==> src/rtl/dec_pkg.sv <==
package dec_pkg;

  // Number of toggle stages in one decade digit.
  localparam int unsigned CNT_W   = 4;
  // Index of the most significant stage, which also steers the chain.
  localparam int unsigned TOP_IDX = CNT_W - 1;
  // Last legal count before wrapping to zero.
  localparam int unsigned WRAP_AT = 9;

  typedef logic [CNT_W-1:0] cnt_t;

  // Where each toggle stage takes its falling event from.
  typedef enum logic [1:0] {
    SRC_TICK    = 2'd0,  // the input strobe itself
    SRC_MASKED  = 2'd1,  // previous stage's fall, blocked while top bit high
    SRC_PREV    = 2'd2,  // previous stage's fall, ungated
    SRC_SELFSEL = 2'd3   // selector: prev-stage fall when low, stage-0 fall when high
  } steer_src_e;

  function automatic steer_src_e steer_of(input int unsigned idx);
    steer_src_e s;
    if (idx == 0)            s = SRC_TICK;
    else if (idx == TOP_IDX) s = SRC_SELFSEL;
    else if (idx == 1)       s = SRC_MASKED;
    else                     s = SRC_PREV;
    return s;
  endfunction

endpackage

==> src/rtl/dec_toggle_stage.sv <==
module dec_toggle_stage (
  input  logic clk,
  input  logic rst_n,
  input  logic step_i,
  output logic q_o
);

  logic q_q;
  logic q_d;

  // Next state: invert on a steered falling event, otherwise hold.
  always_comb begin
    q_d = q_q;
    if (step_i) q_d = ~q_q;
  end

  always_ff @(posedge clk or negedge rst_n) begin
    if (!rst_n) q_q <= 1'b0;
    else        q_q <= q_d;
  end

  assign q_o = q_q;

endmodule

==> src/rtl/dec_steer_net.sv <==
module dec_steer_net
  import dec_pkg::*;
(
  input  logic tick_i,
  input  cnt_t q_i,
  output cnt_t step_o,
  output logic top_fall_o
);

  cnt_t step_v;
  cnt_t fall_v;

  // Walk the chain from the least significant stage upward. A stage's fall
  // event is its step while it currently holds a one.
  always_comb begin
    step_v = '0;
    fall_v = '0;
    for (int i = 0; i < int'(CNT_W); i++) begin
      case (steer_of(i))
        SRC_TICK:    step_v[i] = tick_i;
        SRC_MASKED:  step_v[i] = (i > 0) ? (fall_v[i-1] & ~q_i[TOP_IDX]) : 1'b0;
        SRC_PREV:    step_v[i] = (i > 0) ? fall_v[i-1] : 1'b0;
        SRC_SELFSEL: step_v[i] = q_i[i] ? fall_v[0] : ((i > 0) ? fall_v[i-1] : 1'b0);
        default:     step_v[i] = 1'b0;
      endcase
      fall_v[i] = q_i[i] & step_v[i];
    end
  end

  assign step_o     = step_v;
  assign top_fall_o = fall_v[TOP_IDX];

endmodule

==> src/rtl/decade_steer_counter.sv <==
module decade_steer_counter
  import dec_pkg::*;
(
  input  logic       clk,
  input  logic       rst_n,
  input  logic       tick_i,
  output logic [3:0] count_o,
  output logic       carry_o
);

  cnt_t q;
  cnt_t step;
  logic top_fall;
  logic carry_q;
  logic carry_d;

  dec_steer_net u_steer (
    .tick_i     (tick_i),
    .q_i        (q),
    .step_o     (step),
    .top_fall_o (top_fall)
  );

  for (genvar g = 0; g < int'(CNT_W); g++) begin : g_stage
    dec_toggle_stage u_tff (
      .clk    (clk),
      .rst_n  (rst_n),
      .step_i (step[g]),
      .q_o    (q[g])
    );
  end

  // Carry strobe lines up with the cycle in which the top bit reads low again.
  always_comb begin
    carry_d = top_fall;
  end

  always_ff @(posedge clk or negedge rst_n) begin
    if (!rst_n) carry_q <= 1'b0;
    else        carry_q <= carry_d;
  end

  assign count_o = q;
  assign carry_o = carry_q;

endmodule

==> config.mk <==
export PLATFORM = sky130hd
export DESIGN_NAME = decade_steer_counter
export DESIGN_NICKNAME = d
export VERILOG_FILES = /design/src/rtl/dec_pkg.sv /design/src/rtl/dec_toggle_stage.sv /design/src/rtl/dec_steer_net.sv /design/src/rtl/decade_steer_counter.sv
export SDC_FILE = /design/constraint.sdc
export NUM_CORES = 1
export LEC_CHECK = 0
export BUFFER_PORTS_ARGS = -buffer_cell sky130_fd_sc_hd__clkbuf_2
export CAP_MARGIN = 20
export CORE_AREA = 2 2 39 41
export CTS_BUF_LIST = sky130_fd_sc_hd__clkbuf_8
export CTS_CLUSTER_DIAMETER = 50
export DETAILED_ROUTE_END_ITERATION = 8
export DIE_AREA = 0 0 41 43
export GPL_ROUTABILITY_DRIVEN = 0
export MAX_ROUTING_LAYER = met4
export PLACE_DENSITY_LB_ADDON = 0.08
export RECOVER_POWER = 100
export SLEW_MARGIN = 40
export SYNTH_ARGS = -nofsm -noshare
export SYNTH_HDL_FRONTEND = slang
export SYNTH_SLANG_ARGS = --single-unit
==> constraint.sdc <==
create_clock -name clk -period 2.18 [get_ports clk]
set_input_delay 0.218 -clock clk [delete_from_list [all_inputs] [get_ports clk]]
set_output_delay 0.218 -clock clk [all_outputs]
set_load 0.03 [all_outputs]
==> flow_metrics.tcl, run 1 <==
set metrics [dict create \
    status "finished clean" \
    syn_avg_cell_area_um2 12.9 \
    reg2reg_depth 2 \
    p_seq_share_pct 34.2 \
    slowest_delay_ns 0.42 \
    tns_ns 0 \
    leakage_nw 0.135 \
    finClkSkew_ns 0.000381 \
    cts.clk_slew.worst_paths_ns 0.03 \
    syn_area_um2 219 \
    slew_viol_final 0 \
    worstPathRequired_ns 1.96 \
    critPathTopFamily "flip-flops" \
    combPwrFrac_pct 33.8 \
    totalWireLength_um 403 \
    timing.final.crit_share_pct 54.7 \
    start_util_pct 15.8 \
    gr-usage-met3_pct 4.71 \
    wl_per_cell_um 9.83 \
    synth_top_area_cell "dfrtp_1" \
    ctsResizeCount 0 \
    tightest_slew_ns 0.371 \
    fmax_mhz 839 \
    die-width_um 41 \
    vias_per_cell 3.66 \
    synth_top_area_share_pct 57.1 \
    cp.depth 1 \
    cap_viol_max_count 0 \
    hold_viol 0 \
    ys_ff_latch 5 \
    dr.pass1.iters 4 \
    grt_pass1_vias 167 \
    vdd_ir_drop_max_mv 0.343 \
    yosysUniqueCellTypes 9 \
    drt_iter0_drc 1 \
    p_clk_share_pct 32.0 \
    startpoint "g_stage[0].u_tff.q_o$_DFFE_PN0P_" \
    rr_endpoint "g_stage[3].u_tff.q_o$_DFFE_PN0P_" \
    grt_use_met1_pct 5.23 \
    syn_inst 17 \
    timing.rr.start "g_stage[0].u_tff.q_o$_DFFE_PN0P_" \
    grt_use_met2_pct 8.13 \
    antenna_found_initial 0 \
    internal_power_mw 0.313 \
    swShare_pct 40.3 \
    ys_warn_count 0 \
    numCtsBuffers 3 \
    busiest_layer "met4" \
    p_sw_mw 0.212 \
    synth_nets 20 \
    setup_violations 0 \
    post_cts_buffers 0 \
    antenna_cells 0 \
    min_period_ns 1.19 \
    cts-root-buf "clkbuf_8" \
    port_buffers 7 \
    drive_gt1_share_pct 20.0 \
    drcViolationCount 0 \
    grt_pass1_wl_um 655 \
    crit_chain "clkbuf_1" \
    dieArea_mm2 0.00176 \
    overflow 0 \
    relSlewSlack_pct 75.4 \
    p_per_area_mw_per_mm2 1800 \
    r2r_slack_ns 1.24 \
    track_usage_pct 7.14 \
    rsz0062_at_grt "no" \
    cts.sinks 5 \
    crit_type "reg2out" \
    crit_fanout 6 \
    min_path_cells 2 \
    areaGrowthSynthToFinish_pct 33.1 \
    antenna_violating_nets_post_route 0 \
    cpMaxStageDelayCell "dfrtp_1" \
    num_vias 150 \
    die_y_um 43 \
    crit_path_start_kind "flip-flop" \
    coreArea_mm2 0.00138 \
    htreeDepth 1 \
    crit_arrival_ns 0.97 \
    yosys-top-cells-area "dfrtp_1, buf_4, xor2_1" \
    cp_num_buf_inv 1 \
    ctsHoldBuffers 1 \
    cp-end-kind "output pin" \
    cts_tree "yes" \
    fp-row-count 14 \
    clkLatencyLatePin_ns 0.22 \
    ioPinCount 8 \
    fillers 159 \
    yosysSeqAreaShare_pct 57.1 \
    finalInstanceArea_um2 292 \
    cp-endpoint "count_o[0]" \
    clk_path_buf_depth 2 \
    nNetsFinal 29 \
    grt_max_degree 7 \
    dpl_cell_area_um2 244 \
    hold_class "in2reg" \
]
==> stage by stage <==
step	instances	utilization (%)	setup WS [ns]	hold WS (ns)	power, mW
2_1_floorplan	17	-	1.29	-0.0776	0.364
3_3_place_gp	36	17.6	1.22	0.0466	0.373
3_5_place_dp	36	17.6	1.24	0.0403	0.371
4_1_cts	41	21.6	1.07	0.242	0.543
5_1_grt	41	21.1	0.943	0.255	0.561
6_report	41	21.1	0.988	0.240	0.525
==> power groups by stage <==
stage | clock network, mW | logic (mW) | registers [mW]
global route | 0.180 | 0.194 | 0.188
finish | 0.168 | 0.178 | 0.180
global placement | 0 | 0.191 | 0.181
floorplan | 0 | 0.189 | 0.175
detailed placement | 0 | 0.188 | 0.182
CTS | 0.171 | 0.191 | 0.181
==> cells in the final DEF, fill, tap and decap left out, drive strengths merged <==
cell type and count:
clkbuf 10, dfrtp 5, xor2 2, and3 1, nand3b 1, xnor2 1
nand2 1, and4b 1, a22o 1, inv 1, dlygate4sd3 1
==> routing by layer <==
layer | vias up | part of all wire [%]
met5 | - | 0
met4 | 0 | 8.4
met3 | 4 | 12
met2 | 7 | 45
met1 | 71 | 34
li1 | 68 | -
==> layout make-up <==
type / count / area, um2 / area share, %
multi-input combinational: 8 / 63.8 / 21.9
tap: 16 / 20.0 / 6.87
clock buffer: 3 / 41.3 / 14.2
sequential: 5 / 125 / 42.9
clock inverter: 1 / 3.75 / 1.29
timing repair buffer: 8 / 37.5 / 12.9
==> logic make-up after synthesis <==
| logic type | synth area share [%] |
|---|---|
| compound gates | 4.00 |
| xor+xnor | 12.0 |
| buf+inv | 13.7 |
| flops | 57.1 |
| simple gates | 13.1 |
==> worst min path at each step <==
stage | from | endpoint | slack, ns
finish | tick_i | g_stage[0].u_tff.q_o$_DFFE_PN0P_ | 0.24
global route | tick_i | g_stage[0].u_tff.q_o$_DFFE_PN0P_ | 0.25
CTS | tick_i | g_stage[0].u_tff.q_o$_DFFE_PN0P_ | 0.24
detailed placement | rst_n | carry_o$_DFF_PN0_ | 0.04
global placement | rst_n | carry_o$_DFF_PN0_ | 0.05
floorplan | rst_n | carry_o$_DFF_PN0_ | -0.08
==> registers in the layout (all words and copies together) (netlist names) <==
name / cells
carry_o: 1
g_stage.u_tff.q_o: 4
==> synthesized netlist by cell type <==
library cell	count
dfrtp_1	5
a22o_1	1
and4b_1	1
and3_2	1
buf_4	4
xor2_1	2
xnor2_1	1
nand2_1	1
nand3b_1	1
Power figures use the tool's default switching activity.
==> inputs of run 2 (changes only) <==
ABC_AREA = 1   (was not set)
clock period = 1 ns   (was 2.18 ns; I/O delays follow)
==> run 2 against run 1 <==
Against the previous run:
- largest power group is now combinational logic
- power up 120%
- clock skew up 0.0033 ns
- synthesized area up 7.4%
- setup slack worse by 0.94 ns
- wire length up 9.4%
- combinational power up 130%
- global-route usage down 0.23 points
- sequential power up 120%
- critical endpoint is now count_o[3]
- cell area up 7.3%
- critical path depth unchanged
- clock power up 120%
- cell count up 22%
==> flow_metrics.tcl, run 2 <==
set metrics [dict create \
    r2r_slack_ns 0.14 \
    vdd_ir_drop_max_mv 0.846 \
    clkLatencyLatePin_ns 0.22 \
    vias_per_cell 3.50 \
    yosys-top-cells-area "dfrtp_1, buf_4, nand2_1" \
    num_vias 175 \
    die-width_um 41 \
    swShare_pct 42.1 \
    cp_num_buf_inv 1 \
    setup_ws_ns 0.0514 \
    internal_power_mw 0.680 \
    combPwrFrac_pct 35.4 \
    clk_path_buf_depth 2 \
    fp-row-count 14 \
    syn_area_um2 235 \
    hp-start "tick_i" \
    multi_input_area_um2 66.3 \
    hold_class "in2reg" \
    grt_pass1_vias 172 \
    ys_warn_count 0 \
    min_period_ns 0.949 \
    post-synth-top-count-cell "nand2_1" \
    synthXorXnorAreaFrac_pct 3.72 \
    timing.rr.start "g_stage[0].u_tff.q_o$_DFFE_PN0P_" \
    cts_tree "yes" \
    synth_top_area_cell "dfrtp_1" \
    overflow 0 \
    grt_pass1_wl_um 683 \
    numCtsBuffers 3 \
    cap_viol_max_count 0 \
    final_common_cell "nand2_1" \
    synth_edf_count 0 \
    fmax_mhz 1050 \
    track_usage_pct 6.91 \
    yosysSeqAreaShare_pct 53.2 \
    coreArea_mm2 0.00138 \
    cts.sinks 5 \
    status "finished clean" \
    synthTopCellsByCount "nand2_1, dfrtp_1, buf_4, inv_1, nand3_1" \
    nNetsFinal 38 \
    grt_max_degree 7 \
    cts.clk_slew.worst_paths_ns 0.03 \
    fillers 160 \
    finClkSkew_ns 0.00371 \
    synth-main-ff-cell "dfrtp_1" \
    antenna_violating_nets_post_route 0 \
    drive_gt1_share_pct 32.4 \
    syn_avg_cell_area_um2 9.05 \
    crit_path_start_kind "flip-flop" \
    dieArea_mm2 0.00176 \
    p_sw_mw 0.495 \
    async_flop_share_pct 100 \
    hold_path_end "g_stage[0].u_tff.q_o$_DFFE_PN0P_" \
    slowest_delay_ns 0.40 \
    timing.final.crit_share_pct 94.9 \
    synth_top_area_share_pct 53.2 \
    drt_iter0_drc 0 \
    die_y_um 43 \
    synthAdderAreaFrac_pct 0 \
    leakage_nw 0.165 \
    cp-end-kind "output pin" \
    drt-met1-wl_um 205 \
    cts-root-buf "clkbuf_8" \
    tns_ns 0 \
    cpMaxStageDelayCell "dfrtp_1" \
    route.met2.wl_um 188 \
    dp_slack_ns 0.151 \
    antenna_cells 0 \
    ff_latch_area_um2 126 \
    crit_arrival_ns 0.85 \
    yosys.area_share.simple_pct 23.4 \
    hold_viol 0 \
    synth_nets 29 \
    met3_length_um 37 \
    p_seq_share_pct 33.7 \
    ioPinCount 8 \
    post_cts_buffers 0 \
    ys_ff_latch 5 \
    htreeDepth 1 \
    slew_viol_final 0 \
    port_buffers 7 \
    rr_endpoint "g_stage[2].u_tff.q_o$_DFFE_PN0P_" \
    crit_fanout 5 \
    crit_chain "clkbuf_2" \
    tightest_slew_ns 0.294 \
    synth_compound_area_share_pct 2.13 \
    muxShareOfSynthArea_pct 0 \
    top_layer_used "met4" \
    setup_violations 0 \
    final_cell_mix "nand2_1, clkbuf_2, inv_1, dfrtp_1, clkbuf_8" \
    areaGrowthSynthToFinish_pct 33.0 \
    largest_reg_flops 4 \
    dr.pass1.iters 1 \
    worstPathRequired_ns 0.90 \
    relSlewSlack_pct 80.4 \
    reg2reg_depth 4 \
    power.total_mw 1.17 \
    wl_per_cell_um 8.82 \
    crit_type "reg2out" \
    totalWireLength_um 441 \
    start_util_pct 17.0 \
    p_per_area_mw_per_mm2 3750 \
    rsz0062_at_grt "no" \
    min_path_cells 2 \
    antenna_found_initial 0 \
    yosysUniqueCellTypes 11 \
    synth_top_family_by_area "simple AND/OR/NAND/NOR gates" \
    p_clk_share_pct 30.9 \
    drcViolationCount 0 \
    critPathTopFamily "flip-flops" \
    syn_inst 26 \
]
==> run 2: power by group through the flow <==
stage	clock network, mW	registers, mW	logic, mW
final	0.363	0.396	0.416
after global routing	0.391	0.411	0.456
after global placement	0	0.399	0.425
after detailed placement	0	0.399	0.424
after CTS	0.380	0.398	0.427
after floorplan	0	0.388	0.415
==> run 2: repair_timing <==
action	CTS	global route
endpoints found under the setup margin	0	1
resized for setup	0	3
hold endpoints to repair	5	0
hold buffers	1	0
==> run 2: stage by stage <==
step	hold WS (ns)	util [%]	cell area [um2]	instances
2_1_floorplan	-0.196	-	235	26
3_3_place_gp	-0.0704	18.8	260	45
3_5_place_dp	-0.0695	18.8	260	45
4_1_cts	0.109	22.8	315	50
5_1_grt	0.111	22.6	313	50
6_report	0.102	22.6	313	50
==> run 2: worst reg2reg max path, delay by kind of cell (launching register included) <==
family,cells,cell delay (ns)
and+or+nand+nor,4,0.42
DFF,1,0.39
==> run 2: layer usage <==
layer  track usage [%]  up-vias
met5                 -        -
met4              10.0        0
met3              3.14        2
met2              7.81        6
met1              6.80       76
li1                  -       91
==> run 2: worst max-delay path by stage <==
stage | startpoint | slack [ns] | cells past startpoint | to
global placement | g_stage[0].u_tff.q_o$_DFFE_PN0P_ | 0.15 | 4 | g_stage[2].u_tff.q_o$_DFFE_PN0P_
CTS | g_stage[1].u_tff.q_o$_DFFE_PN0N_ | 0.008 | 1 | count_o[1]
floorplan | g_stage[0].u_tff.q_o$_DFFE_PN0P_ | 0.23 | 3 | g_stage[1].u_tff.q_o$_DFFE_PN0N_
global route | g_stage[3].u_tff.q_o$_DFFE_PN0P_ | 0.02 | 1 | count_o[3]
detailed placement | g_stage[0].u_tff.q_o$_DFFE_PN0P_ | 0.15 | 4 | g_stage[2].u_tff.q_o$_DFFE_PN0P_
finish | g_stage[3].u_tff.q_o$_DFFE_PN0P_ | 0.05 | 1 | count_o[3]
==> run 2: cells by family (layout without fill, tap and decap cells) <==
family,count (synthesis),after routing
AND/OR/NAND/NOR,12,12
buffers and inverters,7,15
XOR/XNOR,1,1
AO/OA/AOI/OAI,1,1
flip-flops,5,5
==> run 2: final cells by class <==
| cell class | instances | area share [%] |
|---|---|---|
| Clock buffer | 3 | 13.2 |
| Clock inverter | 1 | 1.20 |
| Inverter | 3 | 3.60 |
| Multi-Input combinational cell | 14 | 21.2 |
| Sequential cell | 5 | 40.4 |
| Tap cell | 16 | 6.40 |
| Timing Repair Buffer | 8 | 14.0 |
==> inputs of run 3 (changes only) <==
clock period = 0.8 ns   (was 1 ns; I/O delays follow)
==> run 3 against run 2 <==
Against the previous run:
- the run now ends with setup timing left
- count of clock-buffer cells in the layout unchanged
- cell area up 36%
- largest power group unchanged
- critical path type unchanged
- combinational power rose to 2.5 times the previous value
- flip-flop and latch count unchanged
- critical endpoint is now count_o[0]
- wire length up 14%
- sequential share of layout area down 11 points
- clock skew down 0.0019 ns
- global-route usage up 0.30 points
- hold slack better by 0.014 ns
==> flow_metrics.tcl, run 3 (synthesis gave the netlist of run 2 again) <==
set metrics [dict create \
    reg2reg_depth 3 \
    wl_per_cell_um 9.13 \
    fmax_mhz 1080 \
    track_usage_pct 7.21 \
    critPathTopFamily "flip-flops" \
    totalWireLength_um 502 \
    crit_fanout 2 \
    met3_length_um 35 \
    placedCellCount 46 \
    timing.final.crit_share_pct 116 \
    antenna_violating_nets_post_route 0 \
    antenna_found_initial 0 \
    fp-row-count 14 \
    fillers 153 \
    areaGrowthSynthToFinish_pct 80.9 \
    dp_slack_ns -0.0284 \
    final_common_cell "nand2_1" \
    cp.depth 2 \
    tightest_slew_ns 0.293 \
    cp-end-kind "output pin" \
    numCtsBuffers 3 \
    cp_num_buf_inv 2 \
    leakage_nw 0.212 \
    cts.clk_slew.worst_paths_ns 0.04 \
    crit_type "reg2out" \
    ioPinCount 8 \
    finalNonFillerCells 55 \
    final_cell_mix "nand2_1, buf_8, inv_1, dfrtp_1, buf_4" \
    whs_ns 0.116 \
    dp_hpwl_um 353 \
    min_period_ns 0.929 \
    min_path_cells 2 \
    drt-met1-wl_um 193 \
    route.met2.wl_um 272 \
    clk_path_buf_depth 2 \
    num_vias 208 \
    grt_pass1_vias 193 \
    overflow 0 \
    dieArea_mm2 0.00176 \
    die-width_um 41 \
    setup_ws_ns -0.129 \
    largest_reg_flops 4 \
    cts-root-buf "clkbuf_8" \
    drcViolationCount 0 \
    vias_per_cell 3.78 \
    power.total_mw 2.01 \
    crit_path_start_kind "flip-flop" \
    start_util_pct 17.0 \
    drt_iter0_drc 1 \
    worstPathRequired_ns 0.72 \
    hold_viol 0 \
    grt_pass1_wl_um 731 \
    p_per_area_mw_per_mm2 4720 \
    slew_viol_final 0 \
    finish.utilization_pct 30.7 \
    failed_checks "setup timing" \
    grt_max_degree 6 \
    slowest_delay_ns 0.38 \
    clkLatencyLatePin_ns 0.22 \
    cts.sinks 5 \
    crit_arrival_ns 0.85 \
    coreArea_mm2 0.00138 \
    cpMaxStageDelayCell "dfrtp_1" \
    hold_class "in2reg" \
    cts_tree "yes" \
    antenna_cells 0 \
    relSlewSlack_pct 80.5 \
    vdd_ir_drop_max_mv 1.42 \
    finClkSkew_ns 0.00180 \
    nNetsFinal 43 \
    htreeDepth 1 \
    die_y_um 43 \
    crit_chain "buf_6, buf_8" \
    dr.pass1.iters 2 \
    setup_violations 9 \
    drive_gt1_share_pct 48.7 \
    port_buffers 7 \
    top_layer_used "met3" \
    status "finished with violations" \
    cap_viol_max_count 0 \
    rsz0062_at_grt "yes" \
]
-- run 3: cell types whose count changed in the layout (fill, tap and decap cells not counted), sizes merged --
cell and delta:
buf +10, clkbuf -5
-- run 3: what timing repair did --
| item | CTS | global route |
|---|---|---|
| setup buffers | 4 | 0 |
| hold buffers | 1 | 0 |
| cloned | 0 | 0 |
| resized for setup | 13 | 9 |
| endpoints found under the setup margin | 9 | 9 |
| pin swaps | 0 | 0 |
| endpoints found under the hold margin | 5 | 0 |
-- run 3: stage by stage --
step	cell area [um2]	setup TNS, ns
final	425	-0.624
after global routing	425	-0.841
after CTS	405	-0.717
after detailed placement	268	-0.0284
after global placement	268	-0.0160
after floorplan	235	0
-- run 3: layout make-up --
cell class              instances  area (um2)  area share (%)
clock buffers                   3        41.3            9.71
clock inverters                 1        3.75           0.882
inverters                       3        11.3            2.65
multi-input cells              14        87.6            20.6
flip-flops and latches          5         126            29.7
well taps                      16        20.0            4.71
repair buffers                 13         135            31.8
-- run 3: layer usage --
layer,vias up,GRT usage (%)
met1,101,6.45
met5,-,-
met3,0,3.14
met4,0,8.00
met2,6,10.0
li1,101,-
-- run 3: final timing paths --
kind,from,endpoint,slack [ns]
worst max-delay path,g_stage[0].u_tff.q_o$_DFFE_PN0P_,count_o[0],-0.13
worst min-delay path,tick_i,g_stage[0].u_tff.q_o$_DFFE_PN0P_,0.12
worst max register to register,g_stage[0].u_tff.q_o$_DFFE_PN0P_,g_stage[0].u_tff.q_o$_DFFE_PN0P_,-0.09
worst min register to register,g_stage[3].u_tff.q_o$_DFFE_PN0P_,g_stage[3].u_tff.q_o$_DFFE_PN0P_,0.59
max in group asynchronous,rst_n,g_stage[3].u_tff.q_o$_DFFE_PN0P_,0.29
min in group asynchronous,rst_n,carry_o$_DFF_PN0_,0.26
-- run 3: report_power, final --
group	internal, mW	total (mW)	switching (mW)
registers	0.369	0.494	0.125
logic	0.550	1.06	0.514
clock network	0.329	0.449	0.120
total	1.25	2.01	0.760
-- run 3: worst register-to-register path: cells and delay by family (launching register included) --
kind      cells  cell delay (ns)
xor+xnor      1             0.15
buf+inv       2             0.25
flops         1             0.38
